`config.mk`:
```
export PLATFORM = sky130hd
export DESIGN_NAME = victim_wbuf
export DESIGN_NICKNAME = d
export VERILOG_FILES = /design/src/rtl/wbuf_pkg.sv /design/src/rtl/wbuf_store.sv /design/src/rtl/wbuf_ctrl.sv /design/src/rtl/victim_wbuf.sv
export SDC_FILE = /design/constraint.sdc
export NUM_CORES = 1
export LEC_CHECK = 0
export ABC_AREA = 1
export BUFFER_PORTS_ARGS = -buffer_cell sky130_fd_sc_hd__buf_4
export CORE_ASPECT_RATIO = 0.6
export CORE_UTILIZATION = 50
export CTS_CLUSTER_SIZE = 28
export DETAILED_ROUTE_END_ITERATION = 10
export HOLD_SLACK_MARGIN = 0.03
export PLACE_DENSITY = 0.76
export SYNTH_ARGS = -nofsm -noshare
export SYNTH_HDL_FRONTEND = slang
export SYNTH_HIERARCHICAL = 1
export SYNTH_SLANG_ARGS = --single-unit
export TNS_END_PERCENT = 1
```
`constraint.sdc`:
```
create_clock -name clk -period 11.48 [get_ports clk]
set_clock_uncertainty 0.15 [all_clocks]
set_input_delay 1.148 -clock clk [delete_from_list [all_inputs] [get_ports clk]]
set_output_delay 1.148 -clock clk [all_outputs]
set_load 0.01 [all_outputs]
```
`src/rtl/wbuf_pkg.sv`:
```
package wbuf_pkg;

  typedef enum logic [1:0] {
    WB_EMPTY = 2'd0,
    WB_HOLD  = 2'd1,
    WB_DRAIN = 2'd2
  } wb_state_e;

endpackage

```
`src/rtl/wbuf_store.sv`:
```
module wbuf_store #(
  parameter int WORDS  = 8,
  parameter int WORD_W = 32,
  parameter int TAG_W  = 24,
  localparam int IDX_W = $clog2(WORDS)
) (
  input  logic                    clk,
  input  logic                    rst_n,
  input  logic                    wr_en,
  input  logic [TAG_W-1:0]        tag_in,
  input  logic [WORDS*WORD_W-1:0] line_in,
  input  logic [IDX_W-1:0]        rd_idx,
  output logic [TAG_W-1:0]        tag_q,
  output logic [WORD_W-1:0]       rd_word
);

  logic [WORD_W-1:0] word_q [WORDS];
  logic [TAG_W-1:0]  tag_d;

  always_comb begin
    tag_d = tag_q;
    if (wr_en) tag_d = tag_in;
  end

  always_ff @(posedge clk or negedge rst_n) begin
    if (!rst_n) tag_q <= '0;
    else        tag_q <= tag_d;
  end

  for (genvar g = 0; g < WORDS; g++) begin : g_word
    logic [WORD_W-1:0] word_d;

    always_comb begin
      word_d = word_q[g];
      if (wr_en) word_d = line_in[g*WORD_W +: WORD_W];
    end

    always_ff @(posedge clk or negedge rst_n) begin
      if (!rst_n) word_q[g] <= '0;
      else        word_q[g] <= word_d;
    end
  end

  assign rd_word = word_q[rd_idx];


  held_line_stable_chk: assert property (@(posedge clk) disable iff (!rst_n)
    !wr_en |=> $stable(tag_q));

endmodule

```
`src/rtl/wbuf_ctrl.sv`:
```
module wbuf_ctrl
  import wbuf_pkg::*;
#(
  parameter int WORDS = 8,
  localparam int IDX_W = $clog2(WORDS)
) (
  input  logic             clk,
  input  logic             rst_n,
  input  logic             ld_req,
  input  logic             drain_en,
  input  logic             mem_ack,
  output logic             load_en,
  output logic [IDX_W-1:0] idx,
  output wb_state_e        state
);

  localparam logic [IDX_W-1:0] LAST_IDX = IDX_W'(WORDS - 1);

  wb_state_e        state_d;
  logic [IDX_W-1:0] idx_d;
  logic             last_word;
  logic             word_done;

  assign last_word = (idx == LAST_IDX);
  assign word_done = (state == WB_DRAIN) && mem_ack;
  assign load_en   = (state == WB_EMPTY) && ld_req;

  always_comb begin
    state_d = state;
    unique case (state)
      WB_EMPTY: if (ld_req)                 state_d = WB_HOLD;
      WB_HOLD:  if (drain_en)               state_d = WB_DRAIN;
      WB_DRAIN: if (word_done && last_word) state_d = WB_EMPTY;
      default:                              state_d = WB_EMPTY;
    endcase
  end

  always_comb begin
    idx_d = idx;
    if (load_en)        idx_d = '0;
    else if (word_done) idx_d = last_word ? '0 : idx + 1'b1;
  end

  always_ff @(posedge clk or negedge rst_n) begin
    if (!rst_n) begin
      state <= WB_EMPTY;
      idx   <= '0;
    end else begin
      state <= state_d;
      idx   <= idx_d;
    end
  end


  last_ack_empties_chk: assert property (@(posedge clk) disable iff (!rst_n)
    (state == WB_DRAIN && mem_ack && idx == LAST_IDX) |=> (state == WB_EMPTY));


  hold_waits_chk: assert property (@(posedge clk) disable iff (!rst_n)
    (state == WB_HOLD && !drain_en) |=> (state == WB_HOLD));

endmodule

```
`src/rtl/victim_wbuf.sv`:
```
module victim_wbuf
  import wbuf_pkg::*;
#(
  parameter int WORDS  = 8,
  parameter int WORD_W = 32,
  parameter int PA_W   = 29,
  localparam int IDX_W    = $clog2(WORDS),
  localparam int BYTE_OFS = $clog2(WORD_W / 8),
  localparam int LINE_LSB = IDX_W + BYTE_OFS,
  localparam int TAG_W    = PA_W - LINE_LSB
) (
  input  logic                    clk,
  input  logic                    rst_n,
  input  logic                    ld_req,
  output logic                    ld_ready,
  input  logic [TAG_W-1:0]        ld_tag,
  input  logic [WORDS*WORD_W-1:0] ld_line,
  input  logic                    drain_en,
  output logic                    busy,
  output logic                    empty,
  output logic                    mem_req,
  output logic [PA_W-1:0]         mem_addr,
  output logic [WORD_W-1:0]       mem_wdata,
  input  logic                    mem_ack
);

  logic [1:0]       rst_sync_q;
  logic             rst_int_n;
  logic             load_en;
  logic [IDX_W-1:0] idx;
  wb_state_e        state;
  logic [TAG_W-1:0] tag_q;

  always_ff @(posedge clk or negedge rst_n) begin
    if (!rst_n) rst_sync_q <= 2'b00;
    else        rst_sync_q <= {rst_sync_q[0], 1'b1};
  end
  assign rst_int_n = rst_sync_q[1];

  wbuf_ctrl #(.WORDS(WORDS)) u_ctrl (
    .clk      (clk),
    .rst_n    (rst_int_n),
    .ld_req   (ld_req),
    .drain_en (drain_en),
    .mem_ack  (mem_ack),
    .load_en  (load_en),
    .idx      (idx),
    .state    (state)
  );

  wbuf_store #(.WORDS(WORDS), .WORD_W(WORD_W), .TAG_W(TAG_W)) u_store (
    .clk     (clk),
    .rst_n   (rst_int_n),
    .wr_en   (load_en),
    .tag_in  (ld_tag),
    .line_in (ld_line),
    .rd_idx  (idx),
    .tag_q   (tag_q),
    .rd_word (mem_wdata)
  );

  assign empty    = (state == WB_EMPTY);
  assign busy     = !empty;
  assign ld_ready = empty;
  assign mem_req  = (state == WB_DRAIN);
  assign mem_addr = {tag_q, idx, BYTE_OFS'(0)};


  load_sets_busy_chk: assert property (@(posedge clk) disable iff (!rst_int_n)
    (ld_req && ld_ready) |=> (busy && !ld_ready));


  drain_needs_enable_chk: assert property (@(posedge clk) disable iff (!rst_int_n)
    $rose(mem_req) |-> $past(drain_en));


  hold_until_ack_chk: assert property (@(posedge clk) disable iff (!rst_int_n)
    (mem_req && !mem_ack) |=> (mem_req && $stable(mem_addr) && $stable(mem_wdata)));


  word_order_chk: assert property (@(posedge clk) disable iff (!rst_int_n)
    (mem_req && mem_ack && mem_addr[LINE_LSB-1:BYTE_OFS] != IDX_W'(WORDS - 1))
      |=> (mem_req && mem_addr[LINE_LSB-1:BYTE_OFS] == $past(mem_addr[LINE_LSB-1:BYTE_OFS]) + 1'b1));


  idle_no_write_chk: assert property (@(posedge clk) disable iff (!rst_int_n)
    (empty && !ld_req) |=> !mem_req);

endmodule

```
==> results_dict.tcl <==
set metrics [dict create \
    port_buffers 347 \
    layout_worst_path_cycle_share_pct 40.89 \
    cp_slowest_stage_delay_ps 770 \
    drt_iter0_markers 1102 \
    drt_wl_cell_um 16.02 \
    finalSetupTns_ps 0 \
    grt_overflow_total 0 \
    die_outline_width_um 215.1 \
    hold_buffers 0 \
    cp_cell_sequence "inv_4, buf_4, nand2_1, nand3_1, nand2_1, nand2_1, nand2_1, buf_4" \
    post-dp-hpwl_mm 25.81 \
    num_io_pins 350 \
    drt-vias-per-instance 5.079 \
    clock_latency_ps 550 \
    drt_pre_antenna_iters 6 \
    leakagePower_nw 9.044 \
    cts_htree_levels 1 \
    cts_buffer_depth 3 \
    postRouteWirelength_mm 38.85 \
    achievable-frequency_mhz 213.0 \
    min_delay_path_class "reg2async" \
    layout_common_cells "681 x nand2_1, 356 x buf_4, 283 x dfrtp_1" \
    cp_max_fo 71 \
    antenna_cells 0 \
    crit_path_frequent_cell "nand2_1" \
    worst_setup_path_start_kind "register" \
    actual_slew_at_the_worst_max_slew_pin_ps 1111 \
    reg2regPathDepth 5 \
    vias_in_the_first_global_route 11870 \
    numClockSinks 287 \
    ctsResizeCount 0 \
    netlist_instances 1768 \
    grt_pass1_wl_mm 61.17 \
    postCtsSetupBuffers 0 \
    synth.ff_latch_count 287 \
    gp_congestion 0.8891 \
    cp-end-kind "output port" \
    power.ir.vdd_worst_v 0.0001861 \
    synth.cell_area_mm2 0.01363 \
    drc 0 \
    layout.nets 2333 \
    coreArea_mm2 0.02659 \
    worst_path_max_delay_cell "buf_4" \
    antenna_found_initial 0 \
    ys_types 17 \
    tritoncts_clock_tree "built" \
    post_route_cells_drive_above_1_share_pct 20.92 \
    outcome "finished, final reports clean" \
    regToRegSetupSlack_ps 8410 \
    post_synth.cell_area_avg_um2 7.707 \
    cp.arrival_ps 3400 \
    critical-path-top-delay-family "buffers and inverters" \
    unrepaired_setup_endpoints_after_global_routing "false" \
    yosys_warnings 6 \
    cts-buffers-inserted 28 \
    global_route.usage.total_pct 27.62 \
    power_density_mw_per_mm2 275.2 \
    worstReg2RegStart "u_ctrl/state[1]" \
    routed-via-count 12320 \
    hold_viol 0 \
    critical_path.n_buffers_inverters 3 \
    floorplan.die.height_um 129.9 \
    largest_net_degree_at_the_start_of_global_routing 197 \
    setup_viol 0 \
    areaGrowthSynthToFinish_pct 25.32 \
    initial_core_util_pct 51.24 \
    drtAntennaViolNets 0 \
    final_worst_hold_slack_ps 165.1 \
    ys_seq_area_share_pct 52.71 \
    floorplan.die_area_mm2 0.02794 \
    power_mw 4.699 \
    count_of_standard_cell_rows 46 \
    worst_slew_margin_rel_pct 25.91 \
    cts_root_buffer "clkbuf_16" \
    setup.worst_path.class "reg2out" \
    drv.max_cap_violation_count 0 \
    final_util_pct 64.22 \
    clk_transition_reported_paths_ps 60 \
    final_period_minus_worst_setup_slack_ps 4694 \
    most_common_cell_after_layout_fill_and_taps_aside "nand2_1" \
    final-max-slew-violation-count 0 \
    worst-endpoint-required_ps 10180 \
    regToRegEndpoint "u_store/word_q[139]" \
]
## power breakdown
part           internal, mW  leakage (nW)  switching (mW)
Sequential             1.50          3.51           0.178
Clock                 0.499         0.433           0.386
Combinational         0.784          5.10            1.35
## flip-flops by register name, summed over array words and instances, names as in the netlist
register,cells
rst_sync_q,2
u_ctrl/idx,3
u_ctrl/state,2
u_store/tag_q,24
u_store/word_q,256
## Yosys cell counts
cell,number,share of area [%]
nand2_1,681,19
mux2_2,24,2.0
conb_1,2,0.055
o31ai_1,1,0.055
buf_2,39,1.4
dfrtp_1,287,53
clkbuf_1,32,0.88
nor2_4,1,0.083
nand3_1,135,5.0
nor2_1,3,0.083
inv_2,2,0.055
buf_1,6,0.17
ha_1,2,0.18
o21ai_0,256,9.4
inv_1,263,7.2
buf_4,33,1.8
nand3_4,1,0.13
## area by class of cell
type / count / area (µm²)
sequential: 287 / 7192
clock buffer: 43 / 838.3
tap: 360 / 450.4
clock inverter: 6 / 30.03
inverter: 265 / 1005
multi-input combinational: 1107 / 4867
timing repair buffer: 357 / 2693
fill: 2353 / 9515
## stage by stage
stage / worst slack [ps] / instances / area, µm²
after detailed placement: 7402 / 2376 / 16210
after global routing: 6572 / 2425 / 17080
after CTS: 6797 / 2425 / 17080
final: 6786 / 2425 / 17080
after floorplan: 2739 / 1769 / 13630
after global placement: 7418 / 2376 / 16210
## per-layer routing
metal	global-route usage, %	share of wire (%)
met5	0	0
met4	7.134	2.2
met3	4.452	7.1
met2	45.10	47
met1	38.84	44
## how the worst max path moves through the flow
stage / startpoint / endpoint / slack, ps / cells past startpoint
final: u_ctrl/idx[0] / mem_wdata[13] / 6790 / 8
after global routing: u_ctrl/idx[0] / mem_wdata[10] / 6570 / 8
after CTS: u_ctrl/idx[0] / mem_wdata[19] / 6800 / 8
after detailed placement: u_ctrl/idx[0] / mem_wdata[19] / 7400 / 8
after global placement: u_ctrl/idx[0] / mem_wdata[10] / 7420 / 8
after floorplan: rst_sync_q[1] / u_ctrl/idx[0] / 2740 / 0
## cell families after synthesis
group / synth area share [%]
AND/OR/NAND/NOR: 24.01
buffers and inverters: 11.60
flip-flops: 52.71
AO/OA/AOI/OAI: 9.458
multiplexers: 1.983
adder cells (fa/ha/maj): 0.1836
other: 0.05512
Power figures use the tool's default switching activity.
